**src/rtl/scan_tap_pkg.sv**
```systemverilog
package scan_tap_pkg;

    typedef enum logic [3:0] {
        ST_RESET, ST_IDLE,
        ST_SEL_DR, ST_CAP_DR, ST_SHIFT_DR, ST_EXIT1_DR, ST_PAUSE_DR, ST_EXIT2_DR, ST_UPD_DR,
        ST_SEL_IR, ST_CAP_IR, ST_SHIFT_IR, ST_EXIT1_IR, ST_PAUSE_IR, ST_EXIT2_IR, ST_UPD_IR
    } tap_state_e;

    localparam int unsigned IR_W = 4;

    localparam logic [IR_W-1:0] OP_EXTEST = 4'b0000;
    localparam logic [IR_W-1:0] OP_SAMPLE = 4'b0001;
    localparam logic [IR_W-1:0] OP_IDENT  = 4'b0010;
    localparam logic [IR_W-1:0] OP_FLOAT  = 4'b0011;
    localparam logic [IR_W-1:0] OP_BYPASS = 4'b1111;
    localparam logic [IR_W-1:0] IR_CAPTURE_PATTERN = 4'b0001;

    typedef enum logic [1:0] {
        PATH_BYPASS,
        PATH_IDENT,
        PATH_BOUNDARY
    } dr_path_e;

    typedef struct packed {
        dr_path_e path;
        logic     ext_drive;
        logic     hiz;
    } insn_ctl_t;

    function automatic insn_ctl_t decode_op(input logic [IR_W-1:0] op);
        insn_ctl_t c;
        c = '{path: PATH_BYPASS, ext_drive: 1'b0, hiz: 1'b0};
        case (op)
            OP_EXTEST: begin c.path = PATH_BOUNDARY; c.ext_drive = 1'b1; end
            OP_SAMPLE: c.path = PATH_BOUNDARY;
            OP_IDENT:  c.path = PATH_IDENT;
            OP_FLOAT:  c.hiz = 1'b1;
            default:   c.path = PATH_BYPASS;
        endcase
        return c;
    endfunction

    function automatic tap_state_e tap_next(input tap_state_e s, input logic m);
        tap_state_e n;
        case (s)
            ST_RESET:    n = m ? ST_RESET    : ST_IDLE;
            ST_IDLE:     n = m ? ST_SEL_DR   : ST_IDLE;
            ST_SEL_DR:   n = m ? ST_SEL_IR   : ST_CAP_DR;
            ST_CAP_DR:   n = m ? ST_EXIT1_DR : ST_SHIFT_DR;
            ST_SHIFT_DR: n = m ? ST_EXIT1_DR : ST_SHIFT_DR;
            ST_EXIT1_DR: n = m ? ST_UPD_DR   : ST_PAUSE_DR;
            ST_PAUSE_DR: n = m ? ST_EXIT2_DR : ST_PAUSE_DR;
            ST_EXIT2_DR: n = m ? ST_UPD_DR   : ST_SHIFT_DR;
            ST_UPD_DR:   n = m ? ST_SEL_DR   : ST_IDLE;
            ST_SEL_IR:   n = m ? ST_RESET    : ST_CAP_IR;
            ST_CAP_IR:   n = m ? ST_EXIT1_IR : ST_SHIFT_IR;
            ST_SHIFT_IR: n = m ? ST_EXIT1_IR : ST_SHIFT_IR;
            ST_EXIT1_IR: n = m ? ST_UPD_IR   : ST_PAUSE_IR;
            ST_PAUSE_IR: n = m ? ST_EXIT2_IR : ST_PAUSE_IR;
            ST_EXIT2_IR: n = m ? ST_UPD_IR   : ST_SHIFT_IR;
            ST_UPD_IR:   n = m ? ST_SEL_DR   : ST_IDLE;
            default:     n = ST_RESET;
        endcase
        return n;
    endfunction

endpackage

```
**src/rtl/tap_fsm.sv**
```systemverilog
module tap_fsm
    import scan_tap_pkg::*;
(
    input  logic       tck,
    input  logic       trst_n,
    input  logic       tms,
    output tap_state_e state_o
);
    localparam int unsigned ESCAPE_EDGES = 5;
    localparam int unsigned RUN_W = $clog2(ESCAPE_EDGES + 1);

    typedef struct packed {
        tap_state_e       state;
        logic [RUN_W-1:0] tms_run;
    } fsm_regs_t;

    fsm_regs_t fsm_d, fsm_q;

    always_comb begin
        fsm_d = fsm_q;
        fsm_d.state = tap_next(fsm_q.state, tms);
        if (!tms)
            fsm_d.tms_run = '0;
        else if (fsm_q.tms_run < RUN_W'(ESCAPE_EDGES))
            fsm_d.tms_run = fsm_q.tms_run + 1'b1;
    end

    always_ff @(posedge tck or negedge trst_n) begin
        if (!trst_n)
            fsm_q <= '{state: ST_RESET, tms_run: '0};
        else
            fsm_q <= fsm_d;
    end

    assign state_o = fsm_q.state;

    // five consecutive high samples of tms always land in Test-Logic-Reset
    assert_tms_escape_R2: assert property (@(posedge tck) disable iff (!trst_n)
        (fsm_q.tms_run >= RUN_W'(ESCAPE_EDGES - 1) && tms) |=> (fsm_q.state == ST_RESET));

endmodule

```
**src/rtl/tap_ir.sv**
```systemverilog
module tap_ir
    import scan_tap_pkg::*;
(
    input  logic            tck,
    input  logic            trst_n,
    input  tap_state_e      state_i,
    input  logic            tdi,
    output logic [IR_W-1:0] active_o,
    output logic            serial_o
);
    typedef struct packed {
        logic [IR_W-1:0] shifter;
        logic [IR_W-1:0] active;
    } ir_regs_t;

    ir_regs_t ir_d, ir_q;

    always_comb begin
        ir_d = ir_q;
        case (state_i)
            ST_RESET:    ir_d.active  = OP_IDENT;
            ST_CAP_IR:   ir_d.shifter = IR_CAPTURE_PATTERN;
            ST_SHIFT_IR: ir_d.shifter = {tdi, ir_q.shifter[IR_W-1:1]};
            ST_UPD_IR:   ir_d.active  = ir_q.shifter;
            default: ;
        endcase
    end

    always_ff @(posedge tck or negedge trst_n) begin
        if (!trst_n)
            ir_q <= '{shifter: IR_CAPTURE_PATTERN, active: OP_IDENT};
        else
            ir_q <= ir_d;
    end

    assign active_o = ir_q.active;
    assign serial_o = ir_q.shifter[0];

    assert_capture_pattern_R3: assert property (@(posedge tck) disable iff (!trst_n)
        (state_i == ST_CAP_IR) |=> (ir_q.shifter == IR_CAPTURE_PATTERN));

    assert_active_only_on_update_R3: assert property (@(posedge tck) disable iff (!trst_n)
        (state_i != ST_UPD_IR && state_i != ST_RESET) |=> $stable(ir_q.active));

    assert_reset_restores_ident_R2: assert property (@(posedge tck) disable iff (!trst_n)
        (state_i == ST_RESET) |=> (ir_q.active == OP_IDENT));

endmodule

```
**src/rtl/tap_dr.sv**
```systemverilog
module tap_dr
    import scan_tap_pkg::*;
#(
    parameter int unsigned CELLS   = 8,
    parameter logic [31:0] ID_WORD = 32'h0000_0001
) (
    input  logic             tck,
    input  logic             trst_n,
    input  tap_state_e       state_i,
    input  dr_path_e         path_i,
    input  logic             tdi,
    input  logic [CELLS-1:0] bsc_in,
    output logic [CELLS-1:0] hold_o,
    output logic             serial_o
);
    localparam int unsigned ID_W = 32;

    typedef struct packed {
        logic             byp;
        logic [ID_W-1:0]  ident;
        logic [CELLS-1:0] chain;
        logic [CELLS-1:0] hold;
    } dr_regs_t;

    dr_regs_t dr_d, dr_q;

    always_comb begin
        dr_d = dr_q;
        case (state_i)
            ST_CAP_DR: begin
                dr_d.byp = 1'b0;
                if (path_i == PATH_IDENT)    dr_d.ident = ID_WORD;
                if (path_i == PATH_BOUNDARY) dr_d.chain = bsc_in;
            end
            ST_SHIFT_DR: begin
                case (path_i)
                    PATH_IDENT:    dr_d.ident = {tdi, dr_q.ident[ID_W-1:1]};
                    PATH_BOUNDARY: dr_d.chain = {tdi, dr_q.chain[CELLS-1:1]};
                    default:       dr_d.byp   = tdi;
                endcase
            end
            ST_UPD_DR: begin
                if (path_i == PATH_BOUNDARY) dr_d.hold = dr_q.chain;
            end
            default: ;
        endcase
    end

    always_ff @(posedge tck or negedge trst_n) begin
        if (!trst_n)
            dr_q <= '{byp: 1'b0, ident: ID_WORD, chain: '0, hold: '0};
        else
            dr_q <= dr_d;
    end

    always_comb begin
        case (path_i)
            PATH_IDENT:    serial_o = dr_q.ident[0];
            PATH_BOUNDARY: serial_o = dr_q.chain[0];
            default:       serial_o = dr_q.byp;
        endcase
    end

    assign hold_o = dr_q.hold;

    assert_bypass_captures_zero_R4: assert property (@(posedge tck) disable iff (!trst_n)
        (state_i == ST_CAP_DR) |=> (dr_q.byp == 1'b0));

    assert_ident_capture_R6: assert property (@(posedge tck) disable iff (!trst_n)
        (state_i == ST_CAP_DR && path_i == PATH_IDENT) |=> (dr_q.ident == ID_WORD));

    assert_hold_only_on_update_R11: assert property (@(posedge tck) disable iff (!trst_n)
        (state_i != ST_UPD_DR || path_i != PATH_BOUNDARY) |=> $stable(dr_q.hold));

    assert_pause_keeps_chain_R12: assert property (@(posedge tck) disable iff (!trst_n)
        (state_i == ST_PAUSE_DR || state_i == ST_EXIT2_DR) |=> ($stable(dr_q.chain) && $stable(dr_q.ident)));

endmodule

```
**src/rtl/scan_tap.sv**
```systemverilog
module scan_tap
    import scan_tap_pkg::*;
#(
    parameter int unsigned CELLS    = 8,
    parameter logic [3:0]  REVISION = 4'h0,
    parameter logic [15:0] DEV_ID   = 16'h0312,
    parameter logic [10:0] VENDOR   = 11'h033
) (
    input  logic             tck,
    input  logic             trst_n,
    input  logic             tms,
    input  logic             tdi,
    output logic             tdo,
    output logic             tdo_oe,
    input  logic [CELLS-1:0] bsc_in,
    output logic [CELLS-1:0] bsc_out,
    output logic             ext_drive,
    output logic             hiz_force
);
    localparam logic [31:0] ID_WORD = {REVISION, DEV_ID, VENDOR, 1'b1};

    tap_state_e      state;
    logic [IR_W-1:0] active_op;
    logic            ir_serial;
    logic            dr_serial;
    insn_ctl_t       ctl;

    typedef struct packed {
        logic data;
        logic oe;
    } out_regs_t;

    out_regs_t out_d, out_q;

    tap_fsm u_fsm (
        .tck     (tck),
        .trst_n  (trst_n),
        .tms     (tms),
        .state_o (state)
    );

    tap_ir u_ir (
        .tck      (tck),
        .trst_n   (trst_n),
        .state_i  (state),
        .tdi      (tdi),
        .active_o (active_op),
        .serial_o (ir_serial)
    );

    assign ctl = decode_op(active_op);

    tap_dr #(
        .CELLS   (CELLS),
        .ID_WORD (ID_WORD)
    ) u_dr (
        .tck      (tck),
        .trst_n   (trst_n),
        .state_i  (state),
        .path_i   (ctl.path),
        .tdi      (tdi),
        .bsc_in   (bsc_in),
        .hold_o   (bsc_out),
        .serial_o (dr_serial)
    );

    always_comb begin
        out_d = out_q;
        out_d.oe = (state == ST_SHIFT_IR) || (state == ST_SHIFT_DR);
        if (state == ST_SHIFT_IR)
            out_d.data = ir_serial;
        else if (state == ST_SHIFT_DR)
            out_d.data = dr_serial;
    end

    always_ff @(negedge tck or negedge trst_n) begin
        if (!trst_n)
            out_q <= '{data: 1'b0, oe: 1'b0};
        else
            out_q <= out_d;
    end

    assign tdo       = out_q.data;
    assign tdo_oe    = out_q.oe;
    assign ext_drive = ctl.ext_drive;
    assign hiz_force = ctl.hiz;

    assert_oe_shift_only_R10: assert property (@(posedge tck) disable iff (!trst_n)
        tdo_oe == ((state == ST_SHIFT_IR) || (state == ST_SHIFT_DR)));

    assert_drive_modes_exclusive_R9: assert property (@(posedge tck) disable iff (!trst_n)
        !(ext_drive && hiz_force));

    assert_tdo_steady_at_rise_R10: assert property (@(negedge tck) disable iff (!trst_n)
        $stable(tdo) || $past(tdo_oe) || tdo_oe);

endmodule

```
**config.mk**
```make
export PLATFORM = sky130hd
export DESIGN_NAME = scan_tap
export DESIGN_NICKNAME = d
export VERILOG_FILES = /design/src/rtl/scan_tap_pkg.sv /design/src/rtl/tap_fsm.sv /design/src/rtl/tap_ir.sv /design/src/rtl/tap_dr.sv /design/src/rtl/scan_tap.sv
export SDC_FILE = /design/constraint.sdc
export NUM_CORES = 1
export LEC_CHECK = 0
export BUFFER_PORTS_ARGS = -buffer_cell sky130_fd_sc_hd__buf_2
export CAP_MARGIN = 10
export CORE_MARGIN = 8
export CORE_UTILIZATION = 30
export CTS_BUF_LIST = sky130_fd_sc_hd__clkbuf_8
export DETAILED_ROUTE_END_ITERATION = 10
export PLACE_DENSITY = 0.46
export SLEW_MARGIN = 5
export SYNTH_ARGS = -nofsm -noshare
export SYNTH_HDL_FRONTEND = slang
export SYNTH_SLANG_ARGS = --single-unit
```
**constraint.sdc**
```tcl
create_clock -name tck -period 2.1 [get_ports tck]
set_input_delay 0.315 -clock tck [delete_from_list [all_inputs] [get_ports tck]]
set_output_delay 0.315 -clock tck [all_outputs]
set_load 0.05 [all_outputs]
```
==> summary.txt <==
Setup path
  – CP Class: flop to flop
  – FF-to-FF End: tdo$_DFFE_NN0P_
  – Worst EP required: 1.21 ns
  – Crit path buffers/inverters: 0
  – Worst Setup End Kind: flop
  – Cell family with most CP delay: flip-flops
  – Crit Reg-Reg Startpoint: u_ir.active_o[1]$_DFFE_PN1P_
  – Worst R2R Setup Slack: -0.38 ns
  – Critical-path cell list: nand3b_1 -> ha_2 -> a22oi_2 -> o21ai_1 -> nand2_1 -> o211ai_1
  – Slowest-stage cell, CP: dfstp_2
  – Crit path arrival time: 1.59 ns
  – FF-to-FF path depth: 6
  – CP peak stage delay: 0.56 ns
  – Startpoint types: flop
  – Crit Path Max Fanout: 4

Pwr
  – Psw: 0.00199 W
  – Power share of the combinational group: 40.8%
  – Pwr Total: 0.00529 W
  – Clock Power Share: 21.0%
  – Net Sw Frac: 37.7%
  – Peak supply drop: 0.556 mV
  – Pint: 0.00330 W
  – Part of the power in registers: 38.2%
  – Pwr/cell area: 1570 nW/µm²
  – Lkg Pwr: 1.52 nW

Drt
  – Wire per inst: 14.7 µm
  – Via density: 4.71
  – Post-route antenna net violation count: 0
  – DRT Wirelength: 5800 µm
  – Via count: 1862
  – Detailed Route Iter0 Violations: 86
  – DRC viols: 0
  – DR pass1 iterations: 4

Layout
  – Fin nets: 293
  – Seq. cell area: 1590 µm²
  – Fill cell count: 907
  – Share of post-route cells with drive strength above 1: 33.8%
  – Area growth syn-to-layout: 19.7%
  – Multi-input logic area: 1060 µm²
  – Design area: 3360 µm²
  – # diodes: 0

Floorplan
  – I/O pin total: 24
  – Core area: 9150 µm²
  – Die width: 113 µm
  – Core Rows: 35
  – Initial Utilization: 30.7%
  – Die ar.: 12700 µm²
  – Die Y: 113 µm

Clock network
  – Clk pin slew, worst setup/hold paths: 0.08 ns
  – Clock Sinks: 63
  – Clock Latency Late Sink: 0.34 ns
  – CTS tree: built
  – Hold Buf Count CTS: 0
  – Root buffer cell: clkbuf_8
  – Clock Path Buffers: 2
  – Number of buffers created by CTS: 9
  – H-tree depth: 3

Outcome
  – Violated checks: negative setup slack
  – Status: complete, but fails checks

Yosys
  – EDFF count, synth: 0
  – Ys Warns: 0
  – Register area share after synthesis: 56.6%
  – Distinct cells, synth: 45
  – Post-synthesis sequential element count: 63
  – Post-synth top flop: dfrtp_1
  – Synthesized net count: 257
  – Synth async-reset ratio: 100%
  – Synth Instances: 243
  – Mapped cell area: 2810 µm²
  – Avg Cell Area, Syn: 11.6 µm²

Timing
  – Final setup viols: 4
  – RSZ-0062 raised after global routing: yes
  – Worst-Margin Slew: 0.529 ns
  – Slew headroom: 64.7%
  – Slew Limit Fails: 0
  – Final Hold Fails: 0
  – Final worst-path setup slack: -0.377 ns
  – Worst Clk Skew: 0.0173 ns

Global routing
  – Overall Global Routing Usage: 9.94%
  – Largest net degree at the start of global routing: 25
  – Grt total ovfl: 0
  – Vias in the first global route: 2046
  – Initial antenna violation count: 0
  – First-pass GRT wire length: 10100 µm

Placement
  – Pre-CTS setup slack: -0.462 ns
  – Dpl cell area: 3090 µm²
  – Buffers on Ports: 23
  – DP HPWL: 4010 µm
  – Routability Congestion: 0.724

Run
  – Maxcap violations: 0

Hold path
  – Hold Path Class: input port to asynchronous set/reset pin
==> how the worst max path moves through the flow <==
stage / start / to / slack, ns / depth (start not counted)
after global placement: u_ir.active_o[3]$_DFFE_PN0P_ / tdo$_DFFE_NN0P_ / -0.41 / 7
after CTS: u_ir.active_o[1]$_DFFE_PN1P_ / tdo$_DFFE_NN0P_ / -0.39 / 6
after floorplan: u_fsm.state_o[0]$_DFF_PN0_ / tdo$_DFFE_NN0P_ / -0.39 / 6
after detailed placement: u_ir.active_o[3]$_DFFE_PN0P_ / tdo$_DFFE_NN0P_ / -0.46 / 7
final: u_ir.active_o[1]$_DFFE_PN1P_ / tdo$_DFFE_NN0P_ / -0.38 / 6
after global routing: u_ir.active_o[3]$_DFFE_PN0P_ / tdo$_DFFE_NN0P_ / -0.52 / 7
==> power groups by stage <==
stage	clock network, W	logic (W)	registers [W]
after global routing	0.00120	0.00239	0.00209
after detailed placement	0	0.00209	0.00203
after global placement	0	0.00208	0.00203
after floorplan	0	0.00163	0.00201
final	0.00111	0.00216	0.00202
after CTS	0.00115	0.00217	0.00202
==> synthesized netlist by cell type, types with 2 or more instances <==
cell type / count / area, µm²
a22o_1: 23 / 201
nand3_1: 4 / 20.0
nand3b_1: 2 / 15.0
a21o_1: 2 / 15.0
clkbuf_1: 3 / 11.3
nand2_1: 16 / 60.1
dfstp_2: 11 / 289
dfrtn_1: 2 / 50.1
o22a_1: 9 / 78.8
nand2b_1: 4 / 25.0
nor2b_1: 4 / 25.0
buf_2: 5 / 25.0
mux2i_1: 8 / 80.1
o21ai_0: 8 / 40.0
buf_4: 9 / 67.6
o211ai_1: 2 / 15.0
nor3_1: 2 / 10.0
nor2_1: 18 / 67.6
mux2_2: 8 / 90.1
o22ai_1: 4 / 25.0
a21oi_1: 14 / 70.1
dfrtp_1: 50 / 1250
inv_1: 7 / 26.3
a221oi_1: 2 / 17.5
ha_1: 2 / 25.0
buf_6: 5 / 56.3
==> area by class of cell <==
class / instances / share of cell area [%]
clock buffer: 11 / 4.50
clock inverter: 5 / 1.90
inverter: 7 / 0.781
multi-input combinational: 150 / 31.5
sequential: 63 / 47.3
tap: 111 / 4.13
timing repair buffer: 48 / 9.97
==> stage by stage <==
stage | hold WS, ns | setup TNS [ns] | utilization (%) | std cells
2_1_floorplan | 0.0194 | -0.525 | - | 243
3_3_place_gp | 0.406 | -0.552 | 33.8 | 378
3_5_place_dp | 0.414 | -0.605 | 33.8 | 378
4_1_cts | 0.0328 | -0.895 | 36.7 | 395
5_1_grt | 0.0554 | -1.12 | 36.8 | 395
6_report | 0.0227 | -0.843 | 36.8 | 395
==> registers in the layout, summed over array words and instances, names as in the netlist <==
signal	cells
tdo	1
tdo_oe	1
u_dr.dr_q	41
u_dr.hold_o	8
u_fsm.state_o	4
u_ir.active_o	4
u_ir.ir_q	3
u_ir.serial_o	1
==> layer usage <==
metal  track usage, %  part of all wire (%)  up-vias
met2             15.3                    46       16
met4             4.32                   1.6        0
met3             3.09                   2.6        9
met1             12.6                    50      896
li1                 -                     -      941
met5                0                     0        -
==> what timing repair did <==
item,in CTS,in global routing
gates resized for setup,12,4
buffers inserted,1,1
endpoints found under the setup margin,4,4
pin swaps,0,1
gates cloned,0,0
==> logic make-up (layout without fill, tap and decap cells) <==
logic type               Yosys count  in the layout  share of synthesized area (%)
multiplexers                      16             16                           6.05
XOR/XNOR                           1              1                          0.312
adder cells (fa/ha/maj)            2              2                          0.890
AND/OR/NAND/NOR                   58             58                           10.0
buffers and inverters             30             71                           6.76
flip-flops                        63             63                           56.6
AO/OA/AOI/OAI                     73             73                           19.4
==> cells in the final DEF, fill, tap and decap left out, types with 7 or more instances in the layout <==
cell type / n
mux2_2: 8
o22a_1: 9
inv_1: 7
o21ai_0: 7
clkbuf_8: 11
a22o_1: 23
dfstp_2: 11
nor2_1: 17
mux2i_1: 8
dfrtp_1: 50
buf_4: 22
buf_2: 21
nand2_1: 16
a21oi_1: 14
Note: power is estimated with default switching activity, not from simulation.
